### src/rtl/padctl_pkg.sv
package padctl_pkg;
    localparam int unsigned ADDR_W = 8;
    localparam int unsigned DATA_W = 32;
    localparam int unsigned KEY_W  = 16;

    localparam logic [ADDR_W-1:0] OFS_DIN   = 8'h04;
    localparam logic [ADDR_W-1:0] OFS_MODE1 = 8'h08;
    localparam logic [ADDR_W-1:0] OFS_MODE0 = 8'h0C;
    localparam logic [ADDR_W-1:0] OFS_DSET  = 8'h14;
    localparam logic [ADDR_W-1:0] OFS_DCLR  = 8'h18;
    localparam logic [ADDR_W-1:0] OFS_M1CLR = 8'h50;
    localparam logic [ADDR_W-1:0] OFS_M0SET = 8'h54;
    localparam logic [ADDR_W-1:0] OFS_M0CLR = 8'h58;
    localparam logic [ADDR_W-1:0] OFS_LOCK  = 8'h80;

    localparam logic [KEY_W-1:0] KEY_ENGAGE = 16'hD42F;
    localparam logic [KEY_W-1:0] KEY_DROP   = 16'h0000;

    typedef enum logic {
        LK_OPEN = 1'b0,
        LK_HELD = 1'b1
    } lock_state_e;

    typedef enum logic [1:0] {
        PM_INPUT    = 2'b00,
        PM_PUSHPULL = 2'b01,
        PM_SINK     = 2'b10,
        PM_SOURCE   = 2'b11
    } pad_mode_e;
endpackage

### src/rtl/padctl_lock.sv
module padctl_lock
    import padctl_pkg::*;
(
    input  logic             clk,
    input  logic             rst_n,
    input  logic             key_wr,
    input  logic [KEY_W-1:0] key,
    output logic             held
);
    lock_state_e st_q, st_d;

    // state register
    always_ff @(posedge clk or negedge rst_n) begin
        if (!rst_n) st_q <= LK_OPEN;
        else        st_q <= st_d;
    end

    // next state: OPEN --engage--> HELD, HELD --drop--> OPEN, else stay
    always_comb begin
        st_d = st_q;
        unique case (st_q)
            LK_OPEN: if (key_wr && key == KEY_ENGAGE) st_d = LK_HELD;
            LK_HELD: if (key_wr && key == KEY_DROP)   st_d = LK_OPEN;
        endcase
    end

    // output process
    always_comb held = (st_q == LK_HELD);

    AST_LOCK_ENGAGE: assert property (@(posedge clk) disable iff (!rst_n)
        (key_wr && key == KEY_ENGAGE) |=> held);
    AST_LOCK_DROP: assert property (@(posedge clk) disable iff (!rst_n)
        (key_wr && key == KEY_DROP) |=> !held);
    AST_LOCK_OTHER_KEY: assert property (@(posedge clk) disable iff (!rst_n)
        (key_wr && key != KEY_ENGAGE && key != KEY_DROP) |=> $stable(held));
endmodule

### src/rtl/padctl_sync.sv
module padctl_sync #(
    parameter int unsigned W = 32
) (
    input  logic         clk,
    input  logic         rst_n,
    input  logic [W-1:0] pad_i,
    output logic [W-1:0] sync_o
);
    logic [W-1:0] s1_q, s2_q;

    always_ff @(posedge clk or negedge rst_n) begin
        if (!rst_n) begin
            s1_q <= '0;
            s2_q <= '0;
        end else begin
            s1_q <= pad_i;
            s2_q <= s1_q;
        end
    end

    assign sync_o = s2_q;

    // cycles since reset, saturating at 2, used only to qualify the check
    logic [1:0] warm_q;
    always_ff @(posedge clk or negedge rst_n) begin
        if (!rst_n)               warm_q <= 2'd0;
        else if (warm_q != 2'd2)  warm_q <= warm_q + 2'd1;
    end

    AST_SYNC_TWO_STAGE: assert property (@(posedge clk) disable iff (!rst_n)
        (warm_q == 2'd2) |-> (sync_o == $past(pad_i, 2)));
endmodule

### src/rtl/padctl_encode.sv
module padctl_encode
    import padctl_pkg::*;
#(
    parameter int unsigned W = 32
) (
    input  logic [W-1:0] mode_hi,
    input  logic [W-1:0] mode_lo,
    input  logic [W-1:0] dout,
    output logic [W-1:0] pad_out,
    output logic [W-1:0] pad_oe
);
    for (genvar i = 0; i < W; i++) begin : g_pin
        pad_mode_e pm;
        assign pm = pad_mode_e'({mode_hi[i], mode_lo[i]});
        always_comb begin
            unique case (pm)
                PM_INPUT: begin
                    pad_oe[i]  = 1'b0;
                    pad_out[i] = 1'b0;
                end
                PM_PUSHPULL: begin
                    pad_oe[i]  = 1'b1;
                    pad_out[i] = dout[i];
                end
                PM_SINK: begin
                    pad_oe[i]  = ~dout[i];
                    pad_out[i] = 1'b0;
                end
                PM_SOURCE: begin
                    pad_oe[i]  = dout[i];
                    pad_out[i] = dout[i];
                end
            endcase
        end
    end
endmodule

### src/rtl/padctl_top.sv
module padctl_top
    import padctl_pkg::*;
#(
    parameter int unsigned NPIN = 32
) (
    input  logic              clk,
    input  logic              rst_n,
    input  logic [ADDR_W-1:0] bus_addr,
    input  logic              bus_we,
    input  logic [DATA_W-1:0] bus_wdata,
    output logic [DATA_W-1:0] bus_rdata,
    input  logic [NPIN-1:0]   pad_in,
    output logic [NPIN-1:0]   pad_out,
    output logic [NPIN-1:0]   pad_oe
);
    logic [NPIN-1:0] mode_hi_q, mode_lo_q, dout_q, din_s, wr_pins;
    logic            lock_held, key_wr, mode_wr;

    assign wr_pins = bus_wdata[NPIN-1:0];
    assign key_wr  = bus_we && (bus_addr == OFS_LOCK);

    always_comb begin
        mode_wr = bus_we && (bus_addr inside {OFS_MODE1, OFS_MODE0,
                                              OFS_M1CLR, OFS_M0SET, OFS_M0CLR});
    end

    padctl_lock u_lock (
        .clk    (clk),
        .rst_n  (rst_n),
        .key_wr (key_wr),
        .key    (bus_wdata[KEY_W-1:0]),
        .held   (lock_held)
    );

    padctl_sync #(.W(NPIN)) u_sync (
        .clk    (clk),
        .rst_n  (rst_n),
        .pad_i  (pad_in),
        .sync_o (din_s)
    );

    padctl_encode #(.W(NPIN)) u_enc (
        .mode_hi (mode_hi_q),
        .mode_lo (mode_lo_q),
        .dout    (dout_q),
        .pad_out (pad_out),
        .pad_oe  (pad_oe)
    );

    // output data: set/clear only, no guard
    always_ff @(posedge clk or negedge rst_n) begin
        if (!rst_n) begin
            dout_q <= '0;
        end else if (bus_we) begin
            if (bus_addr == OFS_DSET) dout_q <= dout_q | wr_pins;
            if (bus_addr == OFS_DCLR) dout_q <= dout_q & ~wr_pins;
        end
    end

    // mode bits: guarded
    always_ff @(posedge clk or negedge rst_n) begin
        if (!rst_n) begin
            mode_hi_q <= '0;
            mode_lo_q <= '0;
        end else if (mode_wr && lock_held) begin
            case (bus_addr)
                OFS_MODE1: mode_hi_q <= wr_pins;
                OFS_MODE0: mode_lo_q <= wr_pins;
                OFS_M1CLR: mode_hi_q <= mode_hi_q & ~wr_pins;
                OFS_M0SET: mode_lo_q <= mode_lo_q | wr_pins;
                OFS_M0CLR: mode_lo_q <= mode_lo_q & ~wr_pins;
                default: ;
            endcase
        end
    end

    // read mux
    always_comb begin
        bus_rdata = '0;
        case (bus_addr)
            OFS_DIN:   bus_rdata[NPIN-1:0] = din_s;
            OFS_MODE1: bus_rdata[NPIN-1:0] = mode_hi_q;
            OFS_MODE0: bus_rdata[NPIN-1:0] = mode_lo_q;
            OFS_LOCK:  bus_rdata[DATA_W-1] = lock_held;
            default:   bus_rdata = '0;
        endcase
    end

    AST_MODE_GATED: assert property (@(posedge clk) disable iff (!rst_n)
        (mode_wr && !lock_held) |=> ($stable(mode_hi_q) && $stable(mode_lo_q)));
    AST_SET_BITS: assert property (@(posedge clk) disable iff (!rst_n)
        (bus_we && bus_addr == OFS_DSET) |=> ((dout_q & $past(wr_pins)) == $past(wr_pins)));
    AST_CLR_BITS: assert property (@(posedge clk) disable iff (!rst_n)
        (bus_we && bus_addr == OFS_DCLR) |=> ((dout_q & $past(wr_pins)) == '0));
    AST_INPUT_UNDRIVEN: assert property (@(posedge clk) disable iff (!rst_n)
        ((pad_oe & ~(mode_hi_q | mode_lo_q)) == '0));
    AST_LOCK_READ_SHAPE: assert property (@(posedge clk) disable iff (!rst_n)
        (bus_addr == OFS_LOCK) |-> (bus_rdata[DATA_W-2:0] == '0));
endmodule

### config.mk
export PLATFORM = sky130hd
export DESIGN_NAME = padctl_top
export DESIGN_NICKNAME = d
export VERILOG_FILES = /design/src/rtl/padctl_pkg.sv /design/src/rtl/padctl_lock.sv /design/src/rtl/padctl_sync.sv /design/src/rtl/padctl_encode.sv /design/src/rtl/padctl_top.sv
export SDC_FILE = /design/constraint.sdc
export NUM_CORES = 1
export LEC_CHECK = 0
export CAP_MARGIN = 20
export CORE_MARGIN = 1.5
export CORE_UTILIZATION = 50
export CTS_CLUSTER_SIZE = 40
export DETAILED_ROUTE_END_ITERATION = 10
export PLACE_DENSITY = 0.9
export REMOVE_ABC_BUFFERS = 1
export SLEW_MARGIN = 30
export SYNTH_ARGS = -nofsm -noshare
export SYNTH_HDL_FRONTEND = slang
export SYNTH_SLANG_ARGS = --single-unit
### constraint.sdc
create_clock -name clk -period 2.55 [get_ports clk]
set_input_delay 0.51 -clock clk [delete_from_list [all_inputs] [get_ports clk]]
set_output_delay 0.51 -clock clk [all_outputs]
set_load 0.03 [all_outputs]
---- Yosys cells after proc, flatten, opt, wreduce, memory -nomap -nowiden ----
Cells that the tools add are included.
word-level totals
  flip-flop bits (word level) ............. 161
  input bits .............................. 75
operators by class
  eq/ne operators ......................... 106
  muxes and demuxes ....................... 73
  bitwise logic cells ..................... 39
  reduce and logical (&&, ||, !) cells .... 109
operator list
  operator                count
  $pmux W1 S4             33
  $eq A2 B2 Y1 const B    64
  $reduce_or A2 Y1        64
  $and A32 B32 Y32        3
  $pmux W32 S3            1
  $pmux W31 S3            1
  $pmux W1 S2             33
  $eq A2 B1 Y1 const B    32
  $logic_not A2 Y1        32
  $mux W32                2
  $or A32 B32 Y32         2
  $pmux W32 S2            1
  $not A1 Y1              33
  $not A32 Y32            1
  $eq A8 B7 Y1 const B    3
  $eq A16 B16 Y1 const B  1
  $eq A8 B4 Y1 const B    2
  $eq A8 B5 Y1 const B    2
  $logic_not A16 Y1       1
  $eq A8 B3 Y1 const B    1
  $eq A8 B8 Y1 const B    1
  $reduce_and A2 Y1       3
  $logic_and A1 B1 Y1     5
  $reduce_bool A5 Y1      1
  3 further kinds         5

---- Longest topological paths before layout ----
Gate-level depths: netlist (run 1).
  word-level depth ........................ 5
  depth in mapped cells ................... 7
  mapped depth without buffers ............ 4

---- Modules after synthesis ----
A second synthesis (run 1) with hierarchy kept.
unflattened totals
  cell total of the unflattened synthesis .. 602
  area, all modules ....................... 8082.8 um2
modules (own cells, without submodules)
  module         instances  cells an instance  area each (um2)
  padctl_top     1          429                5156.2
  padctl_sync    1          64                 1601.5
  padctl_encode  1          96                 1201.2
  padctl_lock    1          13                 123.9

---- Worst setup path after synthesis (run 1) ----
Ideal clock, no wire load.
  path kind ............................... input to output
  start ................................... input port bus_addr[4]
  end ..................................... output port bus_rdata[31]
  data arrival time ....................... 2.216 ns
  required time ........................... 2.040 ns
  setup slack ............................. -0.176 ns
  stages .................................. 4
  buffers on the path ..................... 1
  cells stage by stage .................... buf_2 > nor4_1 > a32oi_1 > o41ai_1
on the way
  longest elaborated chain between the ends .. 2
  elaborated cells between the ends (all ways) .. 5
ends and longest elaborated chain
  element                                     line              source
  from (decl)                                 padctl_top.sv:8   input logic [ADDR_W-1:0] bus_addr,
  $eq A8 B8 Y1, or another cell as far along  padctl_top.sv:80  case (bus_addr)
  $pmux W1 S4 *                               padctl_top.sv:80
  to (decl)                                   padctl_top.sv:11  output logic [DATA_W-1:0] bus_rdata,
Mark *: on every way between the ends. The rest lies on a longest branch, timed or not.

==> flow_summary_export.csv, run 1 <==
group,metric,value,unit
outcome,run_status,"finished clean",
timing,hold_slack,0.06253,ns
global_route,first_global_vias,6297,
timing,postLayoutSetupSlackWorst,0.08214,ns
placed_design,port-buffer-count,170,
yosys,syn-cell-area,7087,um^2
critical_path,reg2reg_to,"mode_hi_q[14]",
yosys,post_syn_instances,625,
timing,final-max-slew-violation-count,0,
clock_tree,cts_hold_repair.buffers,0,
critical_path,cp.arrival,1.96,ns
power_and_ir_drop,static-leakage-power,4.422,nW
power_and_ir_drop,max-vdd-ir-drop,0.0005158,V
detailed_routing,remaining_number_of_nets_flagged_by_the_antenna_check_after_routing,0,
global_route,global_route.overflow_total,0,
detailed_routing,drt_first_iter_violations,703,
layout,antenna_cells,0,
job,maxCapViolations,0,
detailed_routing,wl_per_cell,21.27,um
clock_tree,clk_pin_slew_worst_paths,0.06,ns
yosys,post_synth.cell_area_avg,11.34,um^2
yosys,syn_warnings,0,
global_route,grt_max_degree,65,
critical_path,end_kind,"primary output",
critical_path,timing.critical_path.fanout_max,3,
layout,postLayoutCoreUtil,73.45,%
floorplan,area_inside_the_core_boundary,13880,um^2
clock_tree,clk_path_buf_depth,2,
floorplan,num_io_pins,171,
timing,finalHoldViolations,0,
detailed_routing,wl,21.63,mm
critical_path,worstRegToRegCells,5,
placed_design,gp_routability_congestion,0.8058,
critical_path,critPathKind,"flop to primary output",
placed_design,hpwl,13.05,mm
clock_tree,cts_tree,"built",
layout,layout-area-overhead-vs-synth,43.86,%
clock_tree,cts_max_level,4,
layout,drive_gt1_share,20.67,%
global_route,grt_antenna_before_repair,0,
yosys,synth_seq_cells,161,
timing,slew_headroom,58.79,%
critical_path,crit_path_start_kind,"flop",
layout,mostFrequentLayoutCells,"sky130_fd_sc_hd__dfrtp_1 (161), sky130_fd_sc_hd__clkdlybuf4s50_1 (129), sky130_fd_sc_hd__nand2_1 (61)",
floorplan,die-width,122.1,um
clock_tree,clock_tree.root_cell,"sky130_fd_sc_hd__clkbuf_16",
timing,max_slew.worst_pin.slew,0.6182,ns
clock_tree,cts_buffers,17,
detailed_routing,detail_route.vias_per_cell,6.022,
global_route,grt_first_pass_wirelength,33.96,mm
global_route,grt_usage,30.08,%
timing,grt_setup_unrepaired,"false",
floorplan,die_height,122.1,um
yosys,synth_flop_cell,"sky130_fd_sc_hd__dfrtp_1",
timing,final_period_minus_worst_setup_slack,2.468,ns
detailed_routing,num_vias,6124,
timing,skew,0.005903,ns
power_and_ir_drop,power_density,565.5,nW/um^2
yosys,edff_count_synth,0,
layout,final_common_cell,"sky130_fd_sc_hd__dfrtp_1",
placed_design,dp_worst_setup_slack,-0.3001,ns
yosys,synth.yosys.seq_area_share,56.85,%
clock_tree,cts.sink_count,161,
timing,fin_crit_sh,96.78,%
timing,fmaxAchievable,405.2,MHz
timing,timing.final.setup_violations,0,
detailed_routing,drtPass1Iterations,5,
critical_path,cp_data_required_time,2.04,ns
critical_path,timing.critical_path.to,"pad_oe[3]",
clock_tree,clk_latency,0.42,ns
floorplan,floorplan.rows,43,
critical_path,r2r_slack,0.63,ns
detailed_routing,detail_route.drc_violations,0,
layout,nNetsFinal,899,
floorplan,start_util,51.05,%
yosys,synth.lib_cells_used.distinct,39,
yosys,async_reset_ff_share,100.0,%
critical_path,r2r_start,"u_lock.held",
hold_path,hp-class,"input pin to async pin",
floorplan,design.die.area,14900,um^2
[through the flow]
stage	power (mW)	area (um^2)	TNS [ns]	std cells
4_1_cts	5.771	10220	0	1019
6_report	5.765	10190	0	1017
3_3_place_gp	3.081	9298	-22.02	978
2_1_floorplan	2.808	6917	-130.69	585
3_5_place_dp	3.105	9298	-26.39	978
5_1_grt	5.938	10190	0	1017
[cell families (layout without fill, tap and decap cells)]
group / after synthesis / in the layout / synth area share, %
AOI/OAI and AO/OA: 199 / 199 / 19.19
and+or+nand+nor: 159 / 159 / 12.34
DFF: 161 / 161 / 56.85
buffers and inverters: 41 / 253 / 2.454
xor gates and xnor gates: 33 / 33 / 4.078
muxes: 32 / 32 / 5.085
[what timing repair did]
| action | in CTS | in global routing |
|---|---|---|
| buffers inserted | 5 | 0 |
| setup endpoints to repair | 32 | 24 |
| resized for setup | 44 | 20 |
| pin swaps | 14 | 10 |
| cloned | 4 | 1 |
[area by class of cell]
type	instances	area, um^2
Clock inverter	14	197.7
Sequential cell	161	4029
Clock buffer	18	429.2
Inverter	1	3.754
Multi-Input combinational cell	423	2973
Timing Repair Buffer	220	2337
Fill cell	883	3686
Tap cell	180	225.2
[where the power goes]
group          leakage [nW]  internal (mW)  switching (mW)
clock                 0.302           1.58            1.12
combinational          2.03          0.178           0.187
sequential             2.09           2.65          0.0541
total                  4.42           4.41            1.36
[worst min path at each step]
stage / startpoint / endpoint / slack [ns] / cells after the start
after detailed placement: u_sync.s1_q[3] / u_sync.sync_o[3] / 0.34 / 0
after CTS: rst_n / async pin / 0.08 / 1
after global routing: rst_n / async pin / 0.11 / 1
after floorplan: rst_n / async pin / 0.21 / 0
final: rst_n / async pin / 0.06 / 1
after global placement: u_sync.s1_q[30] / u_sync.sync_o[30] / 0.33 / 0
[synthesized netlist by cell type, types with 2 or more instances]
cell type / number / area [um^2]
sky130_fd_sc_hd__dfrtp_1: 161 / 4029
sky130_fd_sc_hd__nand2_1: 66 / 247.7
sky130_fd_sc_hd__o21ai_0: 34 / 170.2
sky130_fd_sc_hd__and2_1: 33 / 206.5
sky130_fd_sc_hd__nand2b_1: 33 / 206.5
sky130_fd_sc_hd__xnor2_1: 33 / 289.0
sky130_fd_sc_hd__a21boi_0: 32 / 240.2
sky130_fd_sc_hd__a21oi_1: 32 / 160.2
sky130_fd_sc_hd__a22o_1: 32 / 280.3
sky130_fd_sc_hd__a22oi_1: 32 / 240.2
sky130_fd_sc_hd__a31oi_1: 32 / 200.2
sky130_fd_sc_hd__mux2_2: 32 / 360.4
sky130_fd_sc_hd__clkbuf_1: 19 / 71.32
sky130_fd_sc_hd__buf_2: 10 / 50.05
sky130_fd_sc_hd__clkbuf_2: 6 / 30.03
sky130_fd_sc_hd__buf_1: 5 / 18.77
sky130_fd_sc_hd__nor4_1: 5 / 31.28
sky130_fd_sc_hd__nand3_1: 3 / 15.01
sky130_fd_sc_hd__nand4_1: 2 / 12.51
sky130_fd_sc_hd__nand4b_1: 2 / 17.52
sky130_fd_sc_hd__nor2_1: 2 / 7.510
sky130_fd_sc_hd__nor4b_1: 2 / 17.52
[critical path, stage by stage, from the launching register on]
cell and delay, ns:
sky130_fd_sc_hd__dfrtp_1 0.39, sky130_fd_sc_hd__nand2b_1 0.17, sky130_fd_sc_hd__xnor2_1 0.25, sky130_fd_sc_hd__clkdlybuf4s50_1 0.73
[metal layers]
metal,vias up,global-route usage [%],share of wire (%)
li1,2654,-,-
met2,351,48.70,49
met1,3064,38.86,39
met4,0,11.77,2.6
met3,55,7.865,9.1
met5,-,0,0
No activity file was read; power rests on OpenSTA's default activity.
==> inputs of run 2 (changes only) <==
--- a/config.mk
+++ b/config.mk
@@ -12,7 +12,6 @@
 export DETAILED_ROUTE_END_ITERATION = 10
 export PLACE_DENSITY = 0.9
 export REMOVE_ABC_BUFFERS = 1
-export SLEW_MARGIN = 30
 export SYNTH_ARGS = -nofsm -noshare
 export SYNTH_HDL_FRONTEND = slang
 export SYNTH_SLANG_ARGS = --single-unit
==> results of run 2 <==
Final layout, timing and power as in run 1 (identical DEF).
